File: src/rtl/serial_prog_seq_pkg.sv
package serial_prog_seq_pkg;
  typedef enum logic [1:0] {
    SEQ_MODE  = 2'd0,
    SEQ_SYNC1 = 2'd1,
    SEQ_SYNC2 = 2'd2,
    SEQ_CMD   = 2'd3
  } seqState_t;

  typedef struct packed {
    logic ldMode;
    logic ldSyncOne;
    logic ldSyncTwo;
    logic ldCmd;
    logic ldTx;
    logic errClr;
    logic intRst;
    logic rdRx;
    logic rdStat;
    logic huntReq;
  } busStb_t;

  localparam int CMD_TXEN  = 0;
  localparam int CMD_DTR   = 1;
  localparam int CMD_RXEN  = 2;
  localparam int CMD_BRK   = 3;
  localparam int CMD_ERST  = 4;
  localparam int CMD_RTS   = 5;
  localparam int CMD_IRST  = 6;
  localparam int CMD_HUNT  = 7;
  localparam int MODE_SCS  = 7;
endpackage

File: src/rtl/serial_prog_seq_ctrl.sv
module serial_prog_seq_ctrl
  import serial_prog_seq_pkg::*;
#(
  parameter int DATA_W = 8
) (
  input  logic              clk,
  input  logic              rstN,
  input  logic              csN,
  input  logic              rdN,
  input  logic              wrN,
  input  logic              ctlSel,
  input  logic [DATA_W-1:0] dataIn,
  input  logic              modeSync,
  input  logic              modeSingle,
  output logic              outEnN,
  output busStb_t           stb
);
  logic wrAct, rdAct, wrActQ, rdActQ, wrStart, rdStart, ctlWr;
  seqState_t seqState, seqNext;

  assign wrAct   = !csN && !wrN;
  assign rdAct   = !csN && !rdN;
  assign wrStart = wrAct && !wrActQ;
  assign rdStart = rdAct && !rdActQ;
  assign ctlWr   = wrStart && ctlSel;
  assign outEnN  = !rdAct;

  always_ff @(posedge clk or negedge rstN) begin
    if (!rstN) begin
      wrActQ   <= 1'b0;
      rdActQ   <= 1'b0;
      seqState <= SEQ_MODE;
    end else begin
      wrActQ   <= wrAct;
      rdActQ   <= rdAct;
      seqState <= seqNext;
    end
  end

  always_comb begin
    seqNext = seqState;
    if (ctlWr) begin
      unique case (seqState)
        SEQ_MODE:  seqNext = (dataIn[1:0] == 2'b00) ? SEQ_SYNC1 : SEQ_CMD;
        SEQ_SYNC1: seqNext = modeSingle ? SEQ_CMD : SEQ_SYNC2;
        SEQ_SYNC2: seqNext = SEQ_CMD;
        SEQ_CMD:   seqNext = dataIn[CMD_IRST] ? SEQ_MODE : SEQ_CMD;
        default:   seqNext = SEQ_MODE;
      endcase
    end
  end

  always_comb begin
    stb           = '0;
    stb.ldMode    = ctlWr && (seqState == SEQ_MODE);
    stb.ldSyncOne = ctlWr && (seqState == SEQ_SYNC1);
    stb.ldSyncTwo = ctlWr && (seqState == SEQ_SYNC2);
    stb.intRst    = ctlWr && (seqState == SEQ_CMD) && dataIn[CMD_IRST];
    stb.ldCmd     = ctlWr && (seqState == SEQ_CMD) && !dataIn[CMD_IRST];
    stb.errClr    = stb.ldCmd && dataIn[CMD_ERST];
    stb.huntReq   = stb.ldCmd && dataIn[CMD_HUNT] && modeSync;
    stb.ldTx      = wrStart && !ctlSel && (seqState == SEQ_CMD);
    stb.rdRx      = rdStart && !ctlSel;
    stb.rdStat    = rdStart && ctlSel;
  end
endmodule

File: src/rtl/serial_prog_seq_dp.sv
module serial_prog_seq_dp
  import serial_prog_seq_pkg::*;
#(
  parameter int DATA_W = 8,
  parameter int ERR_N  = 3
) (
  input  logic              clk,
  input  logic              rstN,
  input  busStb_t           stb,
  input  logic              ctlSel,
  input  logic [DATA_W-1:0] dataIn,
  input  logic [DATA_W-1:0] rxDataIn,
  input  logic              dsrN,
  input  logic              txRdyIn,
  input  logic              rxRdyIn,
  input  logic              txEmptyIn,
  input  logic              syncBrkIn,
  input  logic [ERR_N-1:0]  errSet,
  output logic [ERR_N-1:0]  errFlags,
  output logic [DATA_W-1:0] dataOut,
  output logic [DATA_W-1:0] modeWord,
  output logic [DATA_W-1:0] syncOne,
  output logic [DATA_W-1:0] syncTwo,
  output logic [DATA_W-1:0] cmdWord,
  output logic [DATA_W-1:0] txData,
  output logic              txLoadStb,
  output logic              rxReadStb,
  output logic              statusReadStb,
  output logic              huntStb
);
  logic [7:0] statusByte;

  always_ff @(posedge clk or negedge rstN) begin
    if (!rstN) begin
      modeWord      <= '0;
      syncOne       <= '0;
      syncTwo       <= '0;
      cmdWord       <= '0;
      txData        <= '0;
      errFlags      <= '0;
      txLoadStb     <= 1'b0;
      rxReadStb     <= 1'b0;
      statusReadStb <= 1'b0;
      huntStb       <= 1'b0;
    end else if (stb.intRst) begin
      modeWord      <= '0;
      syncOne       <= '0;
      syncTwo       <= '0;
      cmdWord       <= '0;
      txData        <= '0;
      errFlags      <= '0;
      txLoadStb     <= 1'b0;
      rxReadStb     <= 1'b0;
      statusReadStb <= 1'b0;
      huntStb       <= 1'b0;
    end else begin
      if (stb.ldMode)    modeWord <= dataIn;
      if (stb.ldSyncOne) syncOne  <= dataIn;
      if (stb.ldSyncTwo) syncTwo  <= dataIn;
      if (stb.ldCmd)     cmdWord  <= dataIn;
      if (stb.ldTx)      txData   <= dataIn;
      errFlags      <= stb.errClr ? '0 : (errFlags | errSet);
      txLoadStb     <= stb.ldTx;
      rxReadStb     <= stb.rdRx;
      statusReadStb <= stb.rdStat;
      huntStb       <= stb.huntReq;
    end
  end

  assign statusByte = {!dsrN, syncBrkIn, errFlags[2], errFlags[1], errFlags[0],
                       txEmptyIn, rxRdyIn, txRdyIn};

  generate
    if (DATA_W > 8) begin : g_wide
      assign dataOut = ctlSel ? {{(DATA_W-8){1'b0}}, statusByte} : rxDataIn;
    end else begin : g_byte
      assign dataOut = ctlSel ? statusByte[DATA_W-1:0] : rxDataIn;
    end
  endgenerate
endmodule

File: src/rtl/serial_prog_seq.sv
module serial_prog_seq
  import serial_prog_seq_pkg::*;
#(
  parameter int DATA_W = 8
) (
  input  logic              clk,
  input  logic              rstN,
  input  logic              csN,
  input  logic              rdN,
  input  logic              wrN,
  input  logic              ctlSel,
  input  logic [DATA_W-1:0] dataIn,
  output logic [DATA_W-1:0] dataOut,
  output logic              outEnN,
  input  logic              dsrN,
  output logic              dtrN,
  output logic              rtsN,
  input  logic              txRdyIn,
  input  logic              rxRdyIn,
  input  logic              txEmptyIn,
  input  logic              syncBrkIn,
  input  logic              parErrSet,
  input  logic              ovrErrSet,
  input  logic              frmErrSet,
  input  logic [DATA_W-1:0] rxDataIn,
  output logic [DATA_W-1:0] modeWord,
  output logic [DATA_W-1:0] syncOne,
  output logic [DATA_W-1:0] syncTwo,
  output logic              txEnable,
  output logic              rxEnable,
  output logic              sendBreak,
  output logic              huntStb,
  output logic [DATA_W-1:0] txData,
  output logic              txLoadStb,
  output logic              rxReadStb,
  output logic              statusReadStb
);
  localparam int ERR_N = 3;

  busStb_t           stb;
  logic [ERR_N-1:0]  errFlags;
  logic [DATA_W-1:0] cmdWord;

  serial_prog_seq_ctrl #(.DATA_W(DATA_W)) u_ctrl (
    .clk(clk), .rstN(rstN), .csN(csN), .rdN(rdN), .wrN(wrN),
    .ctlSel(ctlSel), .dataIn(dataIn),
    .modeSync(modeWord[1:0] == 2'b00), .modeSingle(modeWord[MODE_SCS]),
    .outEnN(outEnN), .stb(stb)
  );

  serial_prog_seq_dp #(.DATA_W(DATA_W), .ERR_N(ERR_N)) u_dp (
    .clk(clk), .rstN(rstN), .stb(stb), .ctlSel(ctlSel), .dataIn(dataIn),
    .rxDataIn(rxDataIn), .dsrN(dsrN), .txRdyIn(txRdyIn), .rxRdyIn(rxRdyIn),
    .txEmptyIn(txEmptyIn), .syncBrkIn(syncBrkIn),
    .errSet({frmErrSet, ovrErrSet, parErrSet}), .errFlags(errFlags),
    .dataOut(dataOut), .modeWord(modeWord), .syncOne(syncOne),
    .syncTwo(syncTwo), .cmdWord(cmdWord), .txData(txData),
    .txLoadStb(txLoadStb), .rxReadStb(rxReadStb),
    .statusReadStb(statusReadStb), .huntStb(huntStb)
  );

  assign txEnable  = cmdWord[CMD_TXEN];
  assign rxEnable  = cmdWord[CMD_RXEN];
  assign sendBreak = cmdWord[CMD_BRK];
  assign dtrN      = !cmdWord[CMD_DTR];
  assign rtsN      = !cmdWord[CMD_RTS];
endmodule

File: config.mk
export PLATFORM = sky130hd
export DESIGN_NAME = serial_prog_seq
export DESIGN_NICKNAME = d
export VERILOG_FILES = /design/src/rtl/serial_prog_seq_pkg.sv /design/src/rtl/serial_prog_seq_ctrl.sv /design/src/rtl/serial_prog_seq_dp.sv /design/src/rtl/serial_prog_seq.sv
export SDC_FILE = /design/constraint.sdc
export NUM_CORES = 1
export LEC_CHECK = 0
export BUFFER_PORTS_ARGS = -buffer_cell sky130_fd_sc_hd__buf_2
export CAP_MARGIN = 15
export CORE_ASPECT_RATIO = 1.4
export CORE_MARGIN = 2
export CORE_UTILIZATION = 43
export CTS_CLUSTER_DIAMETER = 50
export DETAILED_ROUTE_END_ITERATION = 12
export GPL_ROUTABILITY_DRIVEN = 0
export PLACE_DENSITY = 0.75
export SETUP_SLACK_MARGIN = 0.4
export SLEW_MARGIN = 20
export SYNTH_ARGS = -nofsm -noshare
export SYNTH_HDL_FRONTEND = slang
export SYNTH_SLANG_ARGS = --single-unit
File: constraint.sdc
create_clock -name clk -period 1.6 [get_ports clk]
set_clock_uncertainty 0.1 [all_clocks]
set_input_delay 0.32 -clock clk [delete_from_list [all_inputs] [get_ports clk]]
set_output_delay 0.32 -clock clk [all_outputs]
set_load 0.1 [all_outputs]
# --- Word-level counts from Yosys, hierarchy flattened ---
# Cells that the tools add are included.
op_classes:
  eq_ne: 3
  n_mux: 21
  n_bitwise: 1
  n_reduce_logical: 37
ops:
  columns: ["operator", "n"]
  rows:
  - ["$mux W8", 9]
  - ["$logic_and A1 B1 Y1", 18]
  - ["$mux W6", 2]
  - ["$logic_not A1 Y1", 11]
  - ["$reduce_bool A2 Y1", 5]
  - ["$pmux W2 S4", 1]
  - ["$logic_not A2 Y1", 3]
  - ["$mux W3", 2]
  - ["$mux W1", 5]
  - ["$eq A2 B2 Y1 const B", 2]
  - ["$mux W2", 2]
  - ["$or A3 B3 Y3", 1]
  - ["$eq A2 B1 Y1 const B", 1]
word_totals:
  regBits: 49
  input_bits: 30
  out_inout_bits: 50
  word_cells: 75

# --- Logic depth before layout (Yosys ltp) ---
depth:
  word_depth: 9
  ltp_mapped: 5
  mapped_depth_nobuf: 3

# --- Cells and area by module ---
# Synthesis repeated with hierarchy kept, for this count alone.
hier_totals:
  hier_cells: 188
  area_unflattened_um2: 2278.4
by_module_without_submodules:
  columns: ["mod", "instances", "cells_per_inst", "area_per_inst_um2", "seq_area_each_um2"]
  rows:
  - ["serial_prog_seq_dp", 1, 157, 2005.7, 1176.1]
  - ["serial_prog_seq_ctrl", 1, 28, 261.5, 100.1]
  - ["serial_prog_seq", 1, 3, 11.3, 0.0]

# --- Worst setup path before layout ---
# No wires, ideal clock.
synth_path:
  path_type: "input to output"
  from: "input port ctlSel"
  to: "output port dataOut[7]"
  arrival_time_ns: 2.278
  required_time_ns: 1.180
  setup_slack_ns: -1.098
  stages: 2
  n_path_buf: 1
  path_cell_list: "buf_1 -> mux2i_1"
synth_via:
  elab_chain_cells: 1
synth_rtl:
  columns: ["element", "line_no", "rtl"]
  rows:
  - ["from (decl)", "serial_prog_seq.sv:11", "input logic ctlSel,"]
  - ["$mux W8", "serial_prog_seq_dp.sv:77", "assign dataOut = ctlSel ? statusByte[DATA_W-1:0] : rxDataIn;"]
  - ["to (decl)", "serial_prog_seq.sv:13", "output logic [DATA_W-1:0] dataOut,"]
# Every way passes these cells.

# --- Worst setup path after layout ---
layout_path:
  from: "register u_ctrl.wrActQ"
  to: "register u_dp.modeWord[5]"
layout_via:
  elab_chain_cells: 6
  elab_cells_between_ends: 8
  classes_between: "mux: 1; reduce/logical: 7"
layout_rtl:
  columns: ["element", "line_no", "rtl"]
  rows:
  - ["from (decl)", "serial_prog_seq_ctrl.sv:18", "logic wrAct, rdAct, wrActQ, rdActQ, wrStart, rdStart, ctlWr;"]
  - ["from (signal assigned)", "serial_prog_seq_ctrl.sv:34", "wrActQ <= wrAct;"]
  - ["$logic_not A1 Y1 *", "serial_prog_seq_ctrl.sv:23", "assign wrStart = wrAct && !wrActQ;"]
  - ["$logic_and A1 B1 Y1 *", "serial_prog_seq_ctrl.sv:23", null]
  - ["$logic_and A1 B1 Y1 *", "serial_prog_seq_ctrl.sv:25", "assign ctlWr = wrStart && ctlSel;"]
  - ["$logic_and A1 B1 Y1 (2 in series)", "serial_prog_seq_ctrl.sv:58", "stb.intRst = ctlWr && (seqState == SEQ_CMD) && dataIn[CMD_IRST];"]
  - ["$mux W8 or $reduce_bool A2 Y1 (tied branches)", null, null]
  - ["to (signal assigned)", "serial_prog_seq_dp.sv:57", "if (stb.ldMode) modeWord <= dataIn;"]
  - ["to (decl)", "serial_prog_seq_dp.sv:21", "output logic [DATA_W-1:0] modeWord,"]
# Mark *: on every way between the ends. The rest lies on a longest branch, timed or not.
# A chain may end at the register's enable or synchronous reset.

==> PnR_summary.wiki <==
{| class="wikitable"
! Metric !! Value
|-
| Result of the run || complete, but fails checks
|-
| Violations in the final reports || setup timing
|-
| Total stage count of the critical path || 6
|-
| Hold Path Cell Cnt || 2
|-
| Vias in the first global route || 2307
|-
| Mean post-synth cell area || 11.5 sq um
|-
| Antenna fix cells || 0
|-
| Number of ports placed on the die boundary || 80
|-
| Clock Tree Buf Depth || 2
|-
| Final HPWL DP || 3990 microns
|-
| Most frequent standard cell in the layout excluding fill and tap cells || buf_12
|-
| Synth Area in Adders || 0
|-
| Number of slew-limit violations in the final report || 0
|-
| Mux contribution to synthesized area || 0.0438
|-
| Complex-gate fraction of the synthesized area || 0.156
|-
| Source of the worst register-to-register timing path || u_ctrl.wrActQ
|-
| Endpoint class of the critical path || flop
|-
| Final clock period utilization by the worst path || 1.15
|-
| Combined buffer and inverter count along the critical path || 3
|-
| Maximum number of pins on one net before global-route repair || 49
|-
| Root Buffer Master || clkbuf_8
|-
| Cells after synthesis || 176
|-
| Number of nets still failing antenna checks after routing || 0
|-
| Worst slack at placement || -287 ps
|-
| Num CTS Buffers || 5
|-
| Simple-gate share of the synthesized area || 0.174
|-
| Proportion of synthesized chip area in sequential cells || 0.592
|-
| CP max-delay cell || dfrtp_1
|-
| Sum of met3 wire segment lengths after detailed routing || 722 microns
|-
| Flop-to-flop setup slack || -240 ps
|-
| First-pass GRT wire length || 12300 microns
|-
| Ratio of total power to cell area || 1840 nW/um^2
|-
| Final critical-path required period || 1840 ps
|-
| Min-Delay Path Class || input pin to flop
|-
| Row cnt || 29
|-
| Depth of the worst register-to-register path || 6
|-
| Total area of sequential cells || 1240 sq um
|-
| Number of fill cells in the layout || 137
|-
| Max IR drop VDD || 1820 uV
|-
| Via density || 6.23
|-
| Distinct cell type count after synthesis || 29
|-
| Post-place instance area || 2910 sq um
|-
| Post-route core utilization || 0.929
|-
| TritonCTS clock tree || built
|-
| Die Ht || 85.3 microns
|-
| Number of sinks driven by the clock tree || 48
|-
| Number of detailed-route iterations in the first pass || 4
|-
| Leakage || 1.86 nW
|-
| Synth-to-layout area growth || 108%
|-
| Total routed wirelength || 9990 microns
|-
| Worst setup path start || u_ctrl.wrActQ
|-
| Area taken by multi-input logic gates || 1060 sq um
|-
| Top metal layer carrying routed signals || met4
|-
| Number of non-filler instances in the completed layout || 376
|-
| Count of endpoints failing hold in the final timing report || 0
|-
| Share of post-route cells with drive strength above 1 || 0.682
|-
| Mapped Nets || 206
|-
| Worst stage delay on the critical path || 450 ps
|-
| Detailed route wirelength on metal2 || 5010 microns
|-
| Clk pin slew, worst setup/hold paths || 100 ps
|-
| Largest family of logic cells by synthesized area || simple AND/OR/NAND/NOR gates
|-
| Placed Instances || 329
|-
| Syn Std Cell Area || 2030 sq um
|-
| DRC violations left || 0
|-
| Overall die width || 62.0 microns
|-
| Effective utilization at floorplan || 0.447
|-
| Remaining max-slew budget at the tightest pin || 0.737
|-
| PortBufs || 79
|-
| Total number of vias || 2341
|-
| Worst-path fanout max || 8
|-
| Final Worst Setup Slack || -242 ps
|-
| Clock latency of the later-clocked register in the worst-skew pair || 310 ps
|-
| Reg2Reg Capture Point || u_dp.modeWord[5]
|-
| Final setup violating endpoints || 43
|-
| Actual slew at the worst max-slew pin || 390 ps
|-
| Number of antenna violations at the first check in global routing || 0
|-
| CP most frequent cell || buf_6
|-
| Number of warnings printed during yosys synthesis || 0
|-
| Overall die area || 5290 sq um
|-
| Critical path arrival || 1920 ps
|-
| Register bit total from synthesis || 48
|-
| Leading cell types in the layout, fill and taps excluded || 54 x buf_12, 46 x buf_4, 28 x dfrtp_2
|-
| End point of the critical path || u_dp.modeWord[5]
|-
| Number of max-capacitance violations reported || 0
|-
| Final Instance Area || 4210 sq um
|-
| Final global-route overflow total || 0
|-
| CP startpoint kind || flop
|-
| RSZ-0062 raised after global routing || yes
|-
| Initial drt markers || 121
|-
| Cell family contributing the most delay on the critical path || simple AND/OR/NAND/NOR gates
|-
| Critical path start-end classification || flop to flop
|-
| Area share of xor/xnor cells in the synthesized design || 0
|-
| Fin nets || 343
|-
| Critical-path cell list || buf_4 -> nor4b_4 -> buf_6 -> buf_6 -> nor2_1 -> nor4_1
|-
| Routed length per instance || 26.6 microns
|-
| Peak Freq || 543 MHz
|-
| Global-route usage over all layers || 0.326
|-
| Data required time of the worst path || 1680 ps
|-
| Met1 Wirelength || 3490 microns
|-
| Area of the core region || 4540 sq um
|-
| H-tree levels || 2
|}
[metrics by stage]
step / TNS, ps / power, mW / hold slack (ps)
2_1_floorplan: -450 / 4.57 / -75.6
3_3_place_gp: -7320 / 5.29 / 217
3_5_place_dp: -8160 / 5.32 / 222
4_1_cts: -1670 / 7.32 / 83.3
5_1_grt: -6820 / 7.92 / 64.2
6_report: -5340 / 7.75 / 69.3
[worst min-delay path by stage]
stage                     start              end  slack (ps)
final                       csN    u_ctrl.wrActQ          70
after detailed placement   rstN  u_dp.syncOne[7]         220
after global routing        csN    u_ctrl.wrActQ          60
after CTS                   csN    u_ctrl.wrActQ          80
after global placement     rstN    u_ctrl.rdActQ         220
after floorplan            rstN    u_ctrl.rdActQ         -80
[flip-flops by register name, summed over array words and instances, names as in the netlist]
register	count
u_ctrl.rdActQ	1
u_ctrl.seqState	2
u_ctrl.wrActQ	1
u_dp.cmdWord	5
u_dp.errFlags	3
u_dp.huntStb	1
u_dp.modeWord	8
u_dp.rxReadStb	1
u_dp.statusReadStb	1
u_dp.syncOne	8
u_dp.syncTwo	8
u_dp.txData	8
u_dp.txLoadStb	1
[report_power, final]
group          total, mW  switching (mW)  internal, mW  leakage, nW
combinational       5.04            3.19          1.85         1.24
sequential          1.98           0.417          1.57        0.580
clock              0.727           0.419         0.308       0.0422
total               7.75            4.03          3.72         1.86
[metal layers]
metal	global-route usage	vias to the layer above
met5	0	-
met4	0.164	0
met3	0.0412	70
met2	0.550	180
met1	0.389	1163
li1	-	928
[area by class of cell]
type                    count  area share
flip-flops and latches     48       0.293
repair buffers            139       0.409
clock inverters             1     0.00119
clock buffers               7      0.0181
well taps                  62      0.0184
inverters                   6     0.00802
multi-input cells         113       0.252
[cell usage after synthesis, drive strengths merged]
library cell | count | area [sq um]
clkbuf | 6 | 22.5
a22o | 24 | 210
a2111oi | 1 | 8.76
mux2i | 1 | 10.0
nor3 | 6 | 40.0
nor4 | 12 | 75.1
a21oi | 2 | 10.0
nor4b | 2 | 23.8
nor2 | 23 | 86.3
mux2 | 7 | 78.8
inv | 6 | 22.5
nand3 | 4 | 20.0
or4b | 1 | 10.0
o22ai | 2 | 12.5
nand2b | 3 | 18.8
o21a | 1 | 7.51
buf | 4 | 23.8
dfrtp | 48 | 1200
nor3b | 2 | 37.5
o2111ai | 1 | 8.76
o21ai | 10 | 50.1
a211o | 1 | 8.76
or3 | 2 | 12.5
and3 | 1 | 6.26
nand2 | 6 | 22.5
[logic make-up after synthesis]
| logic type | count (synthesis) |
|---|---|
| buf+inv | 16 |
| simple gates | 62 |
| compound gates | 42 |
| flops | 48 |
| mux | 8 |
[repair_timing]
action                                  in CTS  in global routing
cloned                                       2                  0
endpoints found under the setup margin      95                 95
endpoints found under the hold margin       48                  0
gates resized for setup                    212                 15
hold buffers                                 1                  0
buffers inserted                            22                 14
pin swaps                                   21                  6
Note: power is estimated with default switching activity, not from simulation.
